--- src/rtl/ifp_pkg.sv ---
// Package: shared constants and the fetch-mode type of the alignment
// penalty calculator.
package ifp_pkg;
    localparam int UNIT_SHIFT = 2;  // one penalty unit = 4 cycles
    localparam int DW_SHIFT   = 2;  // 4 bytes per dword

    typedef enum logic {
        FETCH_LEGACY = 1'b0,
        FETCH_CACHED = 1'b1
    } fetch_mode_e;
endpackage

--- src/rtl/ifp_slot_rules.sv ---
// Module: ifp_slot_rules
// Purely combinational. It turns the slot of an instruction and its flags
// into penalty units. Assumes UNIT_W is wide enough for the sum of all three
// rules (SLOT_W+1 bits for the default thresholds).
module ifp_slot_rules #(
    parameter int SLOT_W    = 3,
    parameter int WIDE_FREE = 2,   // two-dword starts below this slot are free
    parameter int TGT_FREE  = 5,   // targets below this slot are free
    parameter int COND_FREE = 4,   // branches below this slot are free
    parameter int UNIT_W    = 4
) (
    input  logic [SLOT_W-1:0] slot,
    input  logic              two_dw,
    input  logic              seq_free,
    input  logic              is_target,
    input  logic              backward,
    input  logic              is_cond,
    input  logic              taken,
    output logic [UNIT_W-1:0] units
);
    logic [UNIT_W-1:0] slot_x;
    logic [UNIT_W-1:0] size_u;
    logic [UNIT_W-1:0] tgt_u;
    logic [UNIT_W-1:0] cond_u;

    assign slot_x = UNIT_W'(slot);

    // Size rule: late two-dword instructions cost one unit unless hidden.
    always_comb begin
        size_u = '0;
        if (two_dw && (int'(slot) >= WIDE_FREE) && !seq_free)
            size_u = UNIT_W'(1);
    end

    // Target rule: forward targets late in the block cost (slot - (TGT_FREE-1)).
    always_comb begin
        tgt_u = '0;
        if (is_target && !backward && (int'(slot) >= TGT_FREE))
            tgt_u = slot_x - UNIT_W'(TGT_FREE - 1);
    end

    // Branch rule: fall-through branches in the late half cost (slot - (COND_FREE-1)).
    always_comb begin
        cond_u = '0;
        if (is_cond && !taken && (int'(slot) >= COND_FREE))
            cond_u = slot_x - UNIT_W'(COND_FREE - 1);
    end

    // Sum of the three independent rules.
    assign units = size_u + tgt_u + cond_u;
endmodule

--- src/rtl/ifp_seq_tracker.sv ---
// Module: ifp_seq_tracker
// Remembers the previous accepted instruction and decides whether the fetch
// of the current two-dword instruction is hidden. It is hidden either by the
// previous instruction's long run (a window of C/4 dwords from its start) or
// by the long two-dword chaining rule. Assumes the stream is sequential
// unless the jump-target flag is set; a jump target is never hidden.
module ifp_seq_tracker #(
    parameter int DW_W       = 14,
    parameter int CYC_W      = 8,
    parameter int WIDE_CYC   = 16,
    parameter int CHAIN_WIN  = 4
) (
    input  logic              clk,
    input  logic              rst_n,
    input  logic              accept,
    input  logic [DW_W-1:0]   dw,
    input  logic              two_dw,
    input  logic [CYC_W-1:0]  cyc,
    input  logic              is_target,
    output logic              seq_free
);
    import ifp_pkg::*;

    localparam int UNIT_CYC = 1 << UNIT_SHIFT;

    logic              have_q;
    logic [DW_W:0]     free_end_q;
    logic              chain_q;
    logic [DW_W-1:0]   chain_dw_q;

    logic [DW_W:0]     cur_end;
    logic [DW_W:0]     next_free_end;
    logic [DW_W-1:0]   chain_gap;
    logic              win_ok;
    logic              chain_ok;

    // End (exclusive) of the current instruction in dword address space.
    assign cur_end = {1'b0, dw} + (two_dw ? (DW_W+1)'(2) : (DW_W+1)'(1));

    // Window that the current instruction will hide for its successor.
    assign next_free_end = (int'(cyc) > UNIT_CYC)
                         ? {1'b0, dw} + (DW_W+1)'(cyc >> UNIT_SHIFT)
                         : {1'b0, dw};

    assign chain_gap = dw - chain_dw_q;

    // Hiding decision for the instruction being presented.
    always_comb begin
        win_ok   = have_q && (cur_end <= free_end_q);
        chain_ok = have_q && chain_q && two_dw && (dw > chain_dw_q)
                && (int'(chain_gap) <= CHAIN_WIN);
        seq_free = !is_target && (win_ok || chain_ok);
    end

    // Capture the timing footprint of each accepted instruction.
    always_ff @(posedge clk) begin
        if (!rst_n) begin
            have_q     <= 1'b0;
            free_end_q <= '0;
            chain_q    <= 1'b0;
            chain_dw_q <= '0;
        end else if (accept) begin
            have_q     <= 1'b1;
            free_end_q <= next_free_end;
            chain_q    <= two_dw && (int'(cyc) >= WIDE_CYC);
            chain_dw_q <= dw;
        end
    end

    // nothing is hidden before any instruction has been seen.
    a_r4_needs_history: assert property (@(posedge clk) disable iff (!rst_n)
        seq_free |-> have_q);
    // a jump target is never hidden by the previous instruction.
    a_r5_target_not_hidden: assert property (@(posedge clk) disable iff (!rst_n)
        is_target |-> !seq_free);
endmodule

--- src/rtl/ifp_accum.sv ---
// Module: ifp_accum
// Registers the per-instruction penalty and keeps the reported and raw
// running totals. Assumes units is already zero-extended to the result width
// by the caller's parameters; the totals wrap at TOT_W bits.
module ifp_accum #(
    parameter int UNIT_W = 4,
    parameter int PEN_W  = 6,
    parameter int TOT_W  = 24
) (
    input  logic              clk,
    input  logic              rst_n,
    input  logic              accept,
    input  logic [UNIT_W-1:0] units,
    input  logic              zero_pen,   // cached mode or masked
    input  logic              raw_block,  // cached mode
    output logic              pen_valid,
    output logic [PEN_W-1:0]  pen_cycles,
    output logic [TOT_W-1:0]  pen_total,
    output logic [TOT_W-1:0]  raw_total
);
    import ifp_pkg::*;

    logic [PEN_W-1:0] full_pen;
    logic [PEN_W-1:0] shown_pen;

    // Convert units to cycles; cached or masked reports show zero.
    assign full_pen  = PEN_W'(units) << UNIT_SHIFT;
    assign shown_pen = zero_pen ? '0 : full_pen;

    // Result pulse, reported penalty and the two running totals.
    always_ff @(posedge clk) begin
        if (!rst_n) begin
            pen_valid  <= 1'b0;
            pen_cycles <= '0;
            pen_total  <= '0;
            raw_total  <= '0;
        end else begin
            pen_valid <= accept;
            if (accept) begin
                pen_cycles <= shown_pen;
                pen_total  <= pen_total + TOT_W'(shown_pen);
                if (!raw_block)
                    raw_total <= raw_total + TOT_W'(full_pen);
            end
        end
    end

    a_r2_pulse_after_accept: assert property (@(posedge clk) disable iff (!rst_n)
        accept |=> pen_valid);
    a_r2_idle_holds: assert property (@(posedge clk) disable iff (!rst_n)
        !accept |=> (!pen_valid && $stable(pen_total) && $stable(raw_total)));
    a_r11_total_tracks: assert property (@(posedge clk) disable iff (!rst_n)
        accept |=> (pen_total == $past(pen_total) + TOT_W'(pen_cycles)));
    a_r9_zeroed_report: assert property (@(posedge clk) disable iff (!rst_n)
        (accept && zero_pen) |=> (pen_cycles == '0));
    a_r9_raw_frozen: assert property (@(posedge clk) disable iff (!rst_n)
        (accept && raw_block) |=> $stable(raw_total));
endmodule

--- src/rtl/ifp_align_penalty.sv ---
// Module: ifp_align_penalty (top)
// Estimates fetch-alignment penalty cycles per instruction inside a fixed-size
// fetch block, and keeps reported and raw running totals. One descriptor can
// be accepted per cycle; the result appears on the following cycle. Assumes
// BLOCK_BYTES is a power of two of at least 8 dwords for the default
// thresholds.
module ifp_align_penalty #(
    parameter int ADDR_W      = 16,
    parameter int CYC_W       = 8,
    parameter int TOT_W       = 24,
    parameter int BLOCK_BYTES = 32,
    parameter int WIDE_FREE   = 2,
    parameter int TGT_FREE    = 5,
    parameter int COND_FREE   = 4,
    parameter int WIDE_CYC    = 16,
    parameter int CHAIN_WIN   = 4
) (
    input  logic                    clk,
    input  logic                    rst_n,
    input  logic                    in_valid,
    output logic                    in_ready,
    input  logic [ADDR_W-1:0]       in_addr,
    input  logic                    in_two_dw,
    input  logic [CYC_W-1:0]        in_base_cyc,
    input  logic                    in_is_target,
    input  logic                    in_backward,
    input  logic                    in_is_cond,
    input  logic                    in_taken,
    input  logic                    mode_cached,
    input  logic                    mask_en,
    output logic                    pen_valid,
    output logic [ifp_pkg::UNIT_SHIFT+$clog2(BLOCK_BYTES/4):0] pen_cycles,
    output logic [TOT_W-1:0]        pen_total,
    output logic [TOT_W-1:0]        raw_total
);
    import ifp_pkg::*;

    localparam int BLK_DW = BLOCK_BYTES >> DW_SHIFT;
    localparam int SLOT_W = $clog2(BLK_DW);
    localparam int DW_W   = ADDR_W - DW_SHIFT;
    localparam int UNIT_W = SLOT_W + 1;
    localparam int PEN_W  = UNIT_W + UNIT_SHIFT;

    logic              ready_q;
    logic              accept;
    logic [SLOT_W-1:0] slot;
    logic [DW_W-1:0]   dw;
    logic              seq_free;
    logic [UNIT_W-1:0] units;
    fetch_mode_e       mode_e;
    logic              zero_pen;
    logic              addr_lsb_unused;

    assign addr_lsb_unused = ^in_addr[DW_SHIFT-1:0];

    // Ready comes up one edge after reset release and then stays high.
    always_ff @(posedge clk) begin
        if (!rst_n) ready_q <= 1'b0;
        else        ready_q <= 1'b1;
    end

    assign in_ready = ready_q;
    assign accept   = in_valid && ready_q;
    assign slot     = in_addr[DW_SHIFT +: SLOT_W];
    assign dw       = in_addr[ADDR_W-1:DW_SHIFT];
    assign mode_e   = fetch_mode_e'(mode_cached);
    assign zero_pen = (mode_e == FETCH_CACHED) || mask_en;

    ifp_seq_tracker #(
        .DW_W      (DW_W),
        .CYC_W     (CYC_W),
        .WIDE_CYC  (WIDE_CYC),
        .CHAIN_WIN (CHAIN_WIN)
    ) u_track (
        .clk       (clk),
        .rst_n     (rst_n),
        .accept    (accept),
        .dw        (dw),
        .two_dw    (in_two_dw),
        .cyc       (in_base_cyc),
        .is_target (in_is_target),
        .seq_free  (seq_free)
    );

    ifp_slot_rules #(
        .SLOT_W    (SLOT_W),
        .WIDE_FREE (WIDE_FREE),
        .TGT_FREE  (TGT_FREE),
        .COND_FREE (COND_FREE),
        .UNIT_W    (UNIT_W)
    ) u_rules (
        .slot      (slot),
        .two_dw    (in_two_dw),
        .seq_free  (seq_free),
        .is_target (in_is_target),
        .backward  (in_backward),
        .is_cond   (in_is_cond),
        .taken     (in_taken),
        .units     (units)
    );

    ifp_accum #(
        .UNIT_W (UNIT_W),
        .PEN_W  (PEN_W),
        .TOT_W  (TOT_W)
    ) u_acc (
        .clk        (clk),
        .rst_n      (rst_n),
        .accept     (accept),
        .units      (units),
        .zero_pen   (zero_pen),
        .raw_block  (mode_e == FETCH_CACHED),
        .pen_valid  (pen_valid),
        .pen_cycles (pen_cycles),
        .pen_total  (pen_total),
        .raw_total  (raw_total)
    );

    a_r1_ready_stays: assert property (@(posedge clk) disable iff (!rst_n)
        in_ready |=> in_ready);
    a_r3_single_dw_free: assert property (@(posedge clk) disable iff (!rst_n)
        (accept && !mode_cached && !mask_en && !in_two_dw && !in_is_target && !in_is_cond)
        |=> (pen_cycles == '0));
    a_r6_backward_free: assert property (@(posedge clk) disable iff (!rst_n)
        (accept && !mode_cached && !mask_en && !in_two_dw && in_is_target && in_backward
         && !in_is_cond) |=> (pen_cycles == '0));
    a_r10_mask_hides: assert property (@(posedge clk) disable iff (!rst_n)
        (accept && mask_en) |=> ((pen_cycles == '0) && $stable(pen_total)));
endmodule

--- config.mk ---
export PLATFORM = sky130hd
export DESIGN_NAME = ifp_align_penalty
export DESIGN_NICKNAME = d
export VERILOG_FILES = /design/src/rtl/ifp_pkg.sv /design/src/rtl/ifp_slot_rules.sv /design/src/rtl/ifp_seq_tracker.sv /design/src/rtl/ifp_accum.sv /design/src/rtl/ifp_align_penalty.sv
export SDC_FILE = /design/constraint.sdc
export NUM_CORES = 1
export LEC_CHECK = 0
export ABC_AREA = 1
export BUFFER_PORTS_ARGS = -buffer_cell sky130_fd_sc_hd__buf_4
export CAP_MARGIN = 25
export CORE_MARGIN = 2
export CORE_UTILIZATION = 58
export CTS_CLUSTER_DIAMETER = 40
export DETAILED_ROUTE_END_ITERATION = 7
export HOLD_SLACK_MARGIN = 0.15
export MAX_ROUTING_LAYER = met4
export PLACE_DENSITY = 0.83
export SLEW_MARGIN = 0
export SYNTH_ARGS = -nofsm -noshare
export SYNTH_HDL_FRONTEND = slang
export SYNTH_SLANG_ARGS = --single-unit
export TNS_END_PERCENT = 50
--- constraint.sdc ---
create_clock -name clk -period 7.66 [get_ports clk]
set_input_delay 1.149 -clock clk [delete_from_list [all_inputs] [get_ports clk]]
set_output_delay 1.149 -clock clk [all_outputs]
set_load 0.005 [all_outputs]
==> impl_metrics.json <==
{
  "fin_cells": 1088,
  "max_freq_ghz": 0.154,
  "clk_latency_ns": 0.36,
  "postCtsHoldBufs": 0,
  "dieArea_um2": 10900,
  "io_pins": 90,
  "seq_area_frac_synth_pct": 27.7,
  "cp_max_fo": 5,
  "row_count": 36,
  "vdd.ir_drop.worst_uv": 119,
  "grt_pass1_vias": 5334,
  "clockRootBuffer": "clkbuf_8",
  "finalSetupViolCount": 0,
  "r2r-end": "u_acc.pen_total[19]$_SDFFE_PN0P_",
  "synth.most_common_cell": "nand2_1",
  "gr-total-overflow": 0,
  "synth_compound_area_share_pct": 13.7,
  "wire_per_inst_um": 13.1,
  "drt_iter0_drc": 280,
  "leakage_nw": 3.25,
  "netlist_top_cells_count": "nand2_1, inv_1, dfxtp_1",
  "core_um2": 9770,
  "fin_skew_ns": 0.0113,
  "cts_max_path_buffers": 2,
  "cp-end-kind": "register",
  "port_buffers": 81,
  "cp-startpoint": "in_two_dw",
  "critical-path-slowest-cell": "fa_1",
  "initial_core_util_pct": 59.8,
  "diodes": 0,
  "ys_types": 48,
  "synthAdderAreaFrac_pct": 12.8,
  "critPathArrivalTime_ns": 6.73,
  "startpoint_type": "primary input",
  "synthArstFlopShare_pct": 0,
  "clk_pin_slew_ns": 0.09,
  "cts_buffers": 9,
  "routed_via_density": 5.33,
  "drv_slew": 0,
  "crit_path_end": "u_acc.pen_total[19]$_SDFFE_PN0P_",
  "synth_simple_gate_area_share_pct": 30.1,
  "dp.cells": 1072,
  "h-tree-depth": 3,
  "place_hpwl_um": 10600,
  "die_h_um": 104,
  "cts.repair.resized": 0,
  "worst_slew_pin_slew_ns": 0.961,
  "critPathMostFrequentCell": "nand2_1",
  "cp.required_ns": 7.89,
  "gp_routability_congestion": 0.902,
  "finalHoldViolCount": 0,
  "first_pass_iters": 5,
  "placed_cell_area_um2": 6550,
  "reg2reg_slack_ns": 3.04,
  "synth.mux.area_fraction_pct": 0,
  "yosys-top-cells-area": "dfxtp_1, nand2_1, ha_1",
  "drtAntennaViolNets": 0,
  "synth_top_flop_cell": "dfxtp_1",
  "maxCapViolCount": 0,
  "power_density_nw_per_um2": 152,
  "cts_sinks": 81,
  "num_vias": 5799,
  "r2r_cells": 30,
  "syn-instance-count": 872,
  "drc_errors": 0,
  "post_cts_buffers": 0,
  "period_share_pct": 84.8,
  "final_area_um2": 6790,
  "synth_xor_xnor_area_share_pct": 4.20,
  "yosys_warnings": 0,
  "final_util_pct": 69.5,
  "die_width_um": 104,
  "synth_area_um2": 5840,
  "status": "completed",
  "min_period_ns": 6.50,
  "hp-class": "reg2reg",
  "slowest_delay_ns": 0.41,
  "grt_max_degree": 50,
  "yosysTopAreaCell": "dfxtp_1",
  "syn_to_final_growth_pct": 16.2,
  "hold_slack_ns": 0.471,
  "synth_enable_flop_cells": 0,
  "tritoncts": "built",
  "synth.top_cell.area_share_pct": 27.7,
  "critPathKind": "in2reg",
  "final.setup.tns_ns": 0,
  "synth_top_family_by_area": "simple AND/OR/NAND/NOR gates",
  "layout.nets": 1040,
  "antenna_found_initial": 0,
  "avgSynthCellArea_um2": 6.70,
  "grt_pass1_wl_um": 24300,
  "drive_above_1_share_pct": 12.9,
  "track_usage_pct": 27.5,
  "rsz0062_at_grt": "false",
  "wl_um": 14300,
  "r2r-start": "u_track.chain_dw_q[0]$_SDFFE_PN0P_",
  "ys_seq_elements": 81,
  "slew_headroom_pct": 35.6
}
## metrics by stage
stage / power [mW] / setup slack, ns
floorplan: 0.596 / 1.73
CTS: 1.04 / 1.26
detailed placement: 0.656 / 0.914
global route: 1.09 / 0.769
finish: 1.04 / 1.16
global placement: 0.652 / 0.959
## cell type report
| type | count | area [um^2] |
|---|---|---|
| Clock inverter | 4 | 98.8 |
| Multi-Input combinational cell | 626 | 3580 |
| Clock buffer | 12 | 145 |
| Inverter | 149 | 559 |
| Fill cell | 882 | 2980 |
| Timing Repair Buffer | 83 | 623 |
| Tap cell | 133 | 166 |
| Sequential cell | 81 | 1620 |
## report_power, final
group	total [mW]	switching [mW]	leakage, nW	internal [mW]
Sequential	0.439	0.00544	0.659	0.433
Combinational	0.213	0.133	2.47	0.0803
Clock	0.384	0.157	0.121	0.227
## per-layer routing
metal  track usage, %  wire length [um]  share of wire, %
met1             34.4              6410                45
met2             45.7              6810                48
met3             5.33               856               6.0
met4             7.14               218               1.5
met5                -                 0                 0
## cell usage in the layout, fill, tap and decap left out, types with 10 or more instances in the layout
| master | instances |
|---|---|
| nand4_1 | 14 |
| nand2_1 | 187 |
| dfxtp_1 | 81 |
| xor2_1 | 22 |
| nor3_1 | 23 |
| ha_1 | 50 |
| buf_4 | 83 |
| nor2_1 | 78 |
| nand3_1 | 62 |
| o21ai_0 | 48 |
| a21oi_1 | 66 |
| inv_1 | 145 |
| clkbuf_8 | 10 |
## how the worst min path moves through the flow
stage	startpoint	slack (ns)	cells past startpoint	to
final	u_track.have_q$_SDFFE_PN0P_	0.47	2	u_track.have_q$_SDFFE_PN0P_
after global routing	u_track.chain_dw_q[11]$_SDFFE_PN0P_	0.48	2	u_track.chain_dw_q[11]$_SDFFE_PN0P_
after CTS	u_track.have_q$_SDFFE_PN0P_	0.47	2	u_track.have_q$_SDFFE_PN0P_
after detailed placement	u_track.have_q$_SDFFE_PN0P_	0.46	2	u_track.have_q$_SDFFE_PN0P_
after global placement	u_track.chain_dw_q[13]$_SDFFE_PN0P_	0.45	2	u_track.chain_dw_q[13]$_SDFFE_PN0P_
after floorplan	u_track.chain_dw_q[11]$_SDFFE_PN0P_	0.43	2	u_track.chain_dw_q[11]$_SDFFE_PN0P_
## cell families (layout without fill, tap and decap cells)
logic type	after synthesis	after routing
compound gates	144	144
other cells	1	7
xor+xnor	28	28
simple gates	391	391
fa+ha+maj	56	56
buf+inv	171	248
flops	81	81
## flip-flops by register name (all words and copies together), names as in the netlist
register / count
u_track.free_end_q: 15
u_track.chain_q: 1
u_track.chain_dw_q: 14
u_acc.pen_valid: 1
u_acc.raw_total: 22
u_acc.pen_cycles: 4
u_track.have_q: 1
u_acc.pen_total: 22
in_ready: 1
## critical path: cells and delay by family
family | cells | cell delay, ns
and+or+nand+nor | 18 | 2.27
adders and majority gates | 6 | 1.80
AOI/OAI and AO/OA | 5 | 0.72
buffers and inverters | 5 | 0.40
xor gates and xnor gates | 2 | 0.36
Note: power is estimated with default switching activity, not from simulation.
